<file path="src/rtl/lvec_seq_pkg.sv">
package lvec_seq_pkg;
  typedef enum logic {
    KIND_OPERATE = 1'b0,
    KIND_MEMORY  = 1'b1
  } lvec_kind_e;
endpackage

</file>
<file path="src/rtl/lvec_len_resolve.sv">
module lvec_len_resolve
  import lvec_seq_pkg::*;
#(
  parameter int NELEM = 64,
  parameter int XW    = 64,
  parameter int RSW   = 2,
  localparam int IW   = $clog2(NELEM),
  localparam int CW   = IW + 1
) (
  input  lvec_kind_e       kind_i,
  input  logic [IW-1:0]    len_fld_i,
  input  logic [RSW-1:0]   reg_sel_i,
  input  logic [XW-1:0]    reg_val_i,
  output logic [CW-1:0]    cnt_o
);
  localparam logic [CW-1:0] FULL    = CW'(NELEM);
  localparam logic [XW-1:0] FULL_XW = XW'(NELEM);

  logic [CW-1:0] imm_cnt;
  logic [CW-1:0] reg_cnt;

  always_comb begin
    if (len_fld_i == '0) imm_cnt = FULL;
    else                 imm_cnt = {1'b0, len_fld_i};
  end

  always_comb begin
    if (reg_sel_i == '0)            reg_cnt = FULL;
    else if (reg_val_i > FULL_XW)   reg_cnt = FULL;
    else                            reg_cnt = reg_val_i[CW-1:0];
  end

  assign cnt_o = (kind_i == KIND_MEMORY) ? reg_cnt : imm_cnt;
endmodule

</file>
<file path="src/rtl/lvec_walker.sv">
module lvec_walker #(
  parameter int NELEM = 64,
  parameter int AW    = 48,
  parameter int SW    = 4,
  localparam int IW   = $clog2(NELEM),
  localparam int CW   = IW + 1
) (
  input  logic          clk_i,
  input  logic          rst_ni,
  input  logic          start_i,
  input  logic [CW-1:0] cnt_i,
  input  logic [AW-1:0] base_i,
  input  logic [SW-1:0] esize_i,
  output logic          valid_o,
  input  logic          ready_i,
  output logic [IW-1:0] idx_o,
  output logic [AW-1:0] addr_o,
  output logic          busy_o,
  output logic          done_o
);
  logic          busy_q;
  logic          done_q;
  logic [IW-1:0] idx_q;
  logic [IW-1:0] last_q;
  logic [AW-1:0] addr_q;
  logic [SW-1:0] esz_q;
  logic          fire;
  logic          at_last;
  logic          take;
  logic [CW-1:0] cnt_m1;

  assign fire    = busy_q && ready_i;
  assign at_last = (idx_q == last_q);
  assign take    = start_i && !busy_q;
  assign cnt_m1  = cnt_i - CW'(1);

  always_ff @(posedge clk_i) begin
    if (!rst_ni) begin
      busy_q <= 1'b0;
      done_q <= 1'b0;
      idx_q  <= '0;
      last_q <= '0;
      addr_q <= '0;
      esz_q  <= '0;
    end else begin
      done_q <= 1'b0;
      if (fire) begin
        if (at_last) begin
          busy_q <= 1'b0;
          done_q <= 1'b1;
        end else begin
          idx_q  <= idx_q + IW'(1);
          addr_q <= addr_q + AW'(esz_q);
        end
      end else if (take) begin
        if (cnt_i == '0) begin
          done_q <= 1'b1;
        end else begin
          busy_q <= 1'b1;
          idx_q  <= '0;
          last_q <= cnt_m1[IW-1:0];
          addr_q <= base_i;
          esz_q  <= esize_i;
        end
      end
    end
  end

  assign valid_o = busy_q;
  assign busy_o  = busy_q;
  assign idx_o   = idx_q;
  assign addr_o  = addr_q;
  assign done_o  = done_q;

  p_stall_hold_r6: assert property (@(posedge clk_i) disable iff (!rst_ni)
    valid_o && !ready_i |=> valid_o && $stable(idx_o) && $stable(addr_o));

  p_first_idx_r6: assert property (@(posedge clk_i) disable iff (!rst_ni)
    $rose(busy_q) |-> idx_q == '0);

  p_addr_step_r7: assert property (@(posedge clk_i) disable iff (!rst_ni)
    fire && !at_last |=> addr_o == $past(addr_o) + AW'(esz_q));

  p_done_pulse_r8: assert property (@(posedge clk_i) disable iff (!rst_ni)
    done_o |=> !done_o);

  p_done_idle_r8: assert property (@(posedge clk_i) disable iff (!rst_ni)
    done_o |-> !valid_o && !busy_o);

  p_busy_locked_r9: assert property (@(posedge clk_i) disable iff (!rst_ni)
    busy_q |=> !busy_q || $stable(last_q));
endmodule

</file>
<file path="src/rtl/lvec_elem_seq.sv">
module lvec_elem_seq
  import lvec_seq_pkg::*;
#(
  parameter int NELEM = 64,
  parameter int XW    = 64,
  parameter int RSW   = 2,
  parameter int AW    = 48,
  parameter int SW    = 4,
  localparam int IW   = $clog2(NELEM),
  localparam int CW   = IW + 1
) (
  input  logic           clk_i,
  input  logic           rst_ni,
  input  logic           start_i,
  input  logic           kind_i,
  input  logic [IW-1:0]  len_fld_i,
  input  logic [RSW-1:0] reg_sel_i,
  input  logic [XW-1:0]  reg_val_i,
  input  logic [AW-1:0]  base_i,
  input  logic [SW-1:0]  esize_i,
  output logic           out_valid_o,
  input  logic           out_ready_i,
  output logic [IW-1:0]  elem_idx_o,
  output logic [AW-1:0]  elem_addr_o,
  output logic           active_o,
  output logic           done_o
);
  logic [CW-1:0] cnt;
  lvec_kind_e    kind;

  assign kind = lvec_kind_e'(kind_i);

  lvec_len_resolve #(.NELEM(NELEM), .XW(XW), .RSW(RSW)) i_len (
    .kind_i   (kind),
    .len_fld_i(len_fld_i),
    .reg_sel_i(reg_sel_i),
    .reg_val_i(reg_val_i),
    .cnt_o    (cnt)
  );

  lvec_walker #(.NELEM(NELEM), .AW(AW), .SW(SW)) i_walk (
    .clk_i  (clk_i),
    .rst_ni (rst_ni),
    .start_i(start_i),
    .cnt_i  (cnt),
    .base_i (base_i),
    .esize_i(esize_i),
    .valid_o(out_valid_o),
    .ready_i(out_ready_i),
    .idx_o  (elem_idx_o),
    .addr_o (elem_addr_o),
    .busy_o (active_o),
    .done_o (done_o)
  );

  p_cnt_cap_r4: assert property (@(posedge clk_i) disable iff (!rst_ni)
    start_i |-> cnt <= CW'(NELEM));

  p_zero_done_r5: assert property (@(posedge clk_i) disable iff (!rst_ni)
    start_i && !active_o && cnt == '0 |=> done_o && !out_valid_o);

  p_full_mem_r3: assert property (@(posedge clk_i) disable iff (!rst_ni)
    start_i && kind_i && reg_sel_i == '0 |-> cnt == CW'(NELEM));
endmodule

</file>
<file path="config.mk">
export PLATFORM = sky130hd
export DESIGN_NAME = lvec_elem_seq
export DESIGN_NICKNAME = d
export VERILOG_FILES = /design/src/rtl/lvec_seq_pkg.sv /design/src/rtl/lvec_len_resolve.sv /design/src/rtl/lvec_walker.sv /design/src/rtl/lvec_elem_seq.sv
export SDC_FILE = /design/constraint.sdc
export NUM_CORES = 1
export LEC_CHECK = 0
export BUFFER_PORTS_ARGS = -buffer_cell sky130_fd_sc_hd__buf_4
export CAP_MARGIN = 20
export CORE_MARGIN = 2
export CORE_UTILIZATION = 40
export CTS_BUF_LIST = sky130_fd_sc_hd__clkbuf_8 sky130_fd_sc_hd__clkbuf_16
export CTS_CLUSTER_DIAMETER = 30
export DETAILED_ROUTE_END_ITERATION = 10
export GPL_TIMING_DRIVEN = 0
export HOLD_SLACK_MARGIN = 0.06
export PLACE_DENSITY = 0.68
export SYNTH_ARGS = -nofsm -noshare
export SYNTH_HDL_FRONTEND = slang
export SYNTH_HIERARCHICAL = 1
export SYNTH_SLANG_ARGS = --single-unit
</file>
<file path="constraint.sdc">
create_clock -name clk_i -period 3.19 [get_ports clk_i]
set_input_delay 0 -clock clk_i [delete_from_list [all_inputs] [get_ports clk_i]]
set_output_delay 0 -clock clk_i [all_outputs]
set_load 0.1 [all_outputs]
</file>
==> results.toml <==
[hold_path]
min_path_type = "primary input to register"

[die]
boundaryPins = 186
die-width_um = 113
placement_rows = 39
floorplan.initialDensity = 0.412
die_h_um = 113
core_area_mm2 = 0.0115
die_area_mm2 = 0.0128

[setup_path]
worstSetupStartpointType = "primary input"
setup.worst_path.end_class = "register"
largest_driver_fanout_on_the_critical_path = 10
critPathArrivalTime_ps = 3250
worst-setup-path-type = "primary input to register"
worst-endpoint-required_ps = 3370

[detailed_routing]
via_count = 6090
antenna_left = 0
drcViolationCount = 9
route.final.wire_length_um = 20200
drt_iter0_markers = 819
wl_per_cell_um = 20.6
drt-pass1-iter-count = 9
detail_route.vias_per_cell = 6.21

[logic_synthesis]
async_flop_share = 0
synth.distinct_cells = 80
netlist.area_leader.share = 0.278
synthesis.area_per_instance_um2 = 7.82
synth_top_area_cell = "sky130_fd_sc_hd__dfxtp_1"
post_synth_instance_area_mm2 = 0.00475
syn-num-nets = 744
synthCells = 607
synth-edff-count = 0
flop_and_latch_count_out_of_synthesis = 66
ys.warnings.count = 6
synth_sequential_area_ratio = 0.278
ys.flop_type = "sky130_fd_sc_hd__dfxtp_1"
ys_top_cells_by_area = "sky130_fd_sc_hd__dfxtp_1 (28%), sky130_fd_sc_hd__a21oi_1 (5.0%), sky130_fd_sc_hd__nand2_1 (4.7%)"

[run_status]
outcome = "finished, violations left"
failed_checks = "design-rule violations"

[clocking]
clkLatencyLatePin_ps = 330
tritoncts = "built"
htreeDepth = 3
post-cts-setup-buffers = 0
clkTransAtPathRegs_ps = 60
clock_root_buffer = "sky130_fd_sc_hd__clkbuf_16"
cts_buffers = 9
clock_sink_count = 66
clk_path_buf_depth = 2

[timing]
finalCritPeriodShare = 0.959
setup_viol = 0
worst_slew_margin_rel = 0.403
max_slew.worst_pin.slew_ps = 888
final.setup.tns_ps = 0
skew_ps = 9.23
final_max_slew_viol_count = 0
hold_viol_final = 0
grt_setup_unrepaired = "true"
fmax_ghz = 0.327
timing.hold.ws_ps = 61.1
setup_slack_ps = 129
fin_crit_ps = 3060

[layout]
final_nets = 970
growth_of_design_area_from_synthesis_to_finish_pct = 47.6
antenna-diode-count = 0
total_area_of_multi_input_combinational_cells_mm2 = 0.00311
layout.cell_area.non_filler_mm2 = 0.00701
final-seq-area_mm2 = 0.00132
drive_above_1_share = 0.316
layout.filler_cells = 1051

[pwr]
power_w = 0.00344
seqPwrFrac = 0.298
vdd.ir_drop.worst_v = 0.000289
p_leak_nw = 2.91
internal_power_w = 0.00206
total_power_density_per_cell_area_mw_per_mm2 = 492
power_switching_share = 0.403
pwr-share-comb = 0.359
p_switching_w = 0.00139
clockPowerShare = 0.344

[global_routing]
globalRouteOverflowTotal = 0
grt_start_max_net_pins = 20
grt_first_pass_wirelength_um = 30500
number_of_global_route_vias_before_repair = 5867
number_of_antenna_violations_at_the_first_check_in_global_routing = 0
global_route.usage.total = 0.305

[flow_run]
max-cap-violations = 0

[placed_design]
placement.cell_area_mm2 = 0.00630
buffer_ports.inserted = 183
gp_routability_congestion = 0.915
detailedPlacementHpwl_um = 14900
pre_cts_ws_ps = -741
worst paths after layout:
check	start	cells past startpoint	slack, ps	to
worst max-delay path	reg_val_i[11]	16	130	i_walk/addr_o[22]
worst min-delay path	reg_val_i[0]	4	60	i_walk/last_q[0]
worst max register to register	i_walk/addr_o[0]	8	450	i_walk/addr_o[42]
worst min register to register	i_walk/esz_q[0]	2	460	i_walk/esz_q[0]
through the flow:
stage / util / std cells
global route: 0.608 / 981
finish: 0.608 / 981
CTS: 0.606 / 981
global placement: 0.547 / 933
floorplan: - / 607
detailed placement: 0.547 / 933
layout by cell type, fill, tap and decap left out, drive strengths merged, types with 6 or more instances in the layout:
cell type	synthesis	layout
o22ai	13	13
buf	14	197
nor3	18	18
ha	7	7
a21oi	47	47
and4	8	8
inv	24	26
and3	16	16
nand3	30	30
o21ai	24	24
o211ai	12	12
and2	6	6
xnor2	10	10
a31oi	10	10
o31a	8	8
nand4	34	34
clkbuf	30	38
nand2	59	59
a211oi	14	14
dfxtp	66	66
dlygate4sd3	0	33
nor2	50	50
or3	11	11
nor4	20	20
layout make-up:
class / instances / share of cell area
inverter: 24 / 0.0129
buffer: 43 / 0.0357
clock buffer: 9 / 0.0321
multi-input combinational: 473 / 0.444
tap: 143 / 0.0255
clock inverter: 7 / 0.0177
timing repair buffer: 216 / 0.243
sequential: 66 / 0.189
synth_stat cells (3+ instances only):
| library cell | n |
|---|---|
| sky130_fd_sc_hd__o31a_1 | 8 |
| sky130_fd_sc_hd__nor4_1 | 15 |
| sky130_fd_sc_hd__o31ai_1 | 3 |
| sky130_fd_sc_hd__o22ai_1 | 7 |
| sky130_fd_sc_hd__inv_1 | 24 |
| sky130_fd_sc_hd__clkbuf_8 | 4 |
| sky130_fd_sc_hd__buf_6 | 4 |
| sky130_fd_sc_hd__a21oi_1 | 47 |
| sky130_fd_sc_hd__o221a_2 | 4 |
| sky130_fd_sc_hd__and3_1 | 11 |
| sky130_fd_sc_hd__nand2_1 | 59 |
| sky130_fd_sc_hd__nor4_4 | 4 |
| sky130_fd_sc_hd__o211a_1 | 3 |
| sky130_fd_sc_hd__and3_2 | 4 |
| sky130_fd_sc_hd__o221ai_1 | 3 |
| sky130_fd_sc_hd__a311oi_1 | 4 |
| sky130_fd_sc_hd__a21o_1 | 3 |
| sky130_fd_sc_hd__nor3_1 | 18 |
| sky130_fd_sc_hd__a32o_1 | 3 |
| sky130_fd_sc_hd__nand3_1 | 27 |
| sky130_fd_sc_hd__a221o_1 | 4 |
| sky130_fd_sc_hd__and4_1 | 5 |
| sky130_fd_sc_hd__o21ai_0 | 24 |
| sky130_fd_sc_hd__a211oi_1 | 13 |
| sky130_fd_sc_hd__and2_1 | 6 |
| sky130_fd_sc_hd__nor2_1 | 50 |
| sky130_fd_sc_hd__a31oi_1 | 10 |
| sky130_fd_sc_hd__o22ai_2 | 6 |
| sky130_fd_sc_hd__nand4_1 | 32 |
| sky130_fd_sc_hd__buf_2 | 7 |
| sky130_fd_sc_hd__clkbuf_1 | 26 |
| sky130_fd_sc_hd__a31o_2 | 3 |
| sky130_fd_sc_hd__or3_1 | 11 |
| sky130_fd_sc_hd__or4_1 | 4 |
| sky130_fd_sc_hd__and4_2 | 3 |
| sky130_fd_sc_hd__ha_1 | 7 |
| sky130_fd_sc_hd__xnor2_1 | 10 |
| sky130_fd_sc_hd__dfxtp_1 | 66 |
| sky130_fd_sc_hd__o211ai_1 | 12 |
repair_timing:
item	4_1_cts	5_1_grt
endpoints found under the setup margin	23	19
hold buffers	33	0
gates resized for setup	3	5
hold endpoints to repair	33	0
critical path, stage by stage:
cell,delay [ps]
sky130_fd_sc_hd__buf_4,110
sky130_fd_sc_hd__nor4_1,300
sky130_fd_sc_hd__nand4_1,140
sky130_fd_sc_hd__or4_1,550
sky130_fd_sc_hd__buf_6,160
sky130_fd_sc_hd__o22ai_2,160
sky130_fd_sc_hd__inv_1,100
sky130_fd_sc_hd__ha_1,200
sky130_fd_sc_hd__nor4b_2,170
sky130_fd_sc_hd__a21bo_2,300
sky130_fd_sc_hd__and3_4,180
sky130_fd_sc_hd__buf_6,140
sky130_fd_sc_hd__clkbuf_8,180
sky130_fd_sc_hd__buf_2,230
sky130_fd_sc_hd__o211ai_1,190
sky130_fd_sc_hd__o21ai_0,130
state kept, by name (all words and copies together), names as in the netlist:
register / cells
i_walk/addr_o: 48
i_walk/last_q: 6
i_walk/done_o: 1
i_walk/idx_o: 6
i_walk/esz_q: 4
i_walk/busy_o: 1
layer usage:
metal / part of all wire / global-route usage / vias up
li1: - / - / 2785
met1: 0.39 / 0.373 / 2867
met2: 0.48 / 0.520 / 377
met3: 0.098 / 0.0739 / 61
met4: 0.034 / 0.115 / 0
met5: 0 / 0 / -
power by group through the flow:
stage | Clock [W] | Combinational, W | Sequential (W)
floorplan | 0 | 0.000360 | 0.00147
global placement | 0 | 0.00117 | 0.00103
detailed placement | 0 | 0.00119 | 0.00104
finish | 0.00118 | 0.00124 | 0.00102
global route | 0.00123 | 0.00129 | 0.00103
CTS | 0.00119 | 0.00122 | 0.00102
cell families after synthesis:
family | share of synthesized area
buf+inv | 0.0720
mux | 0.00659
compound gates | 0.278
simple gates | 0.321
flops | 0.278
fa+ha+maj | 0.0227
xor+xnor | 0.0221
Note: power is estimated with default switching activity, not from simulation.
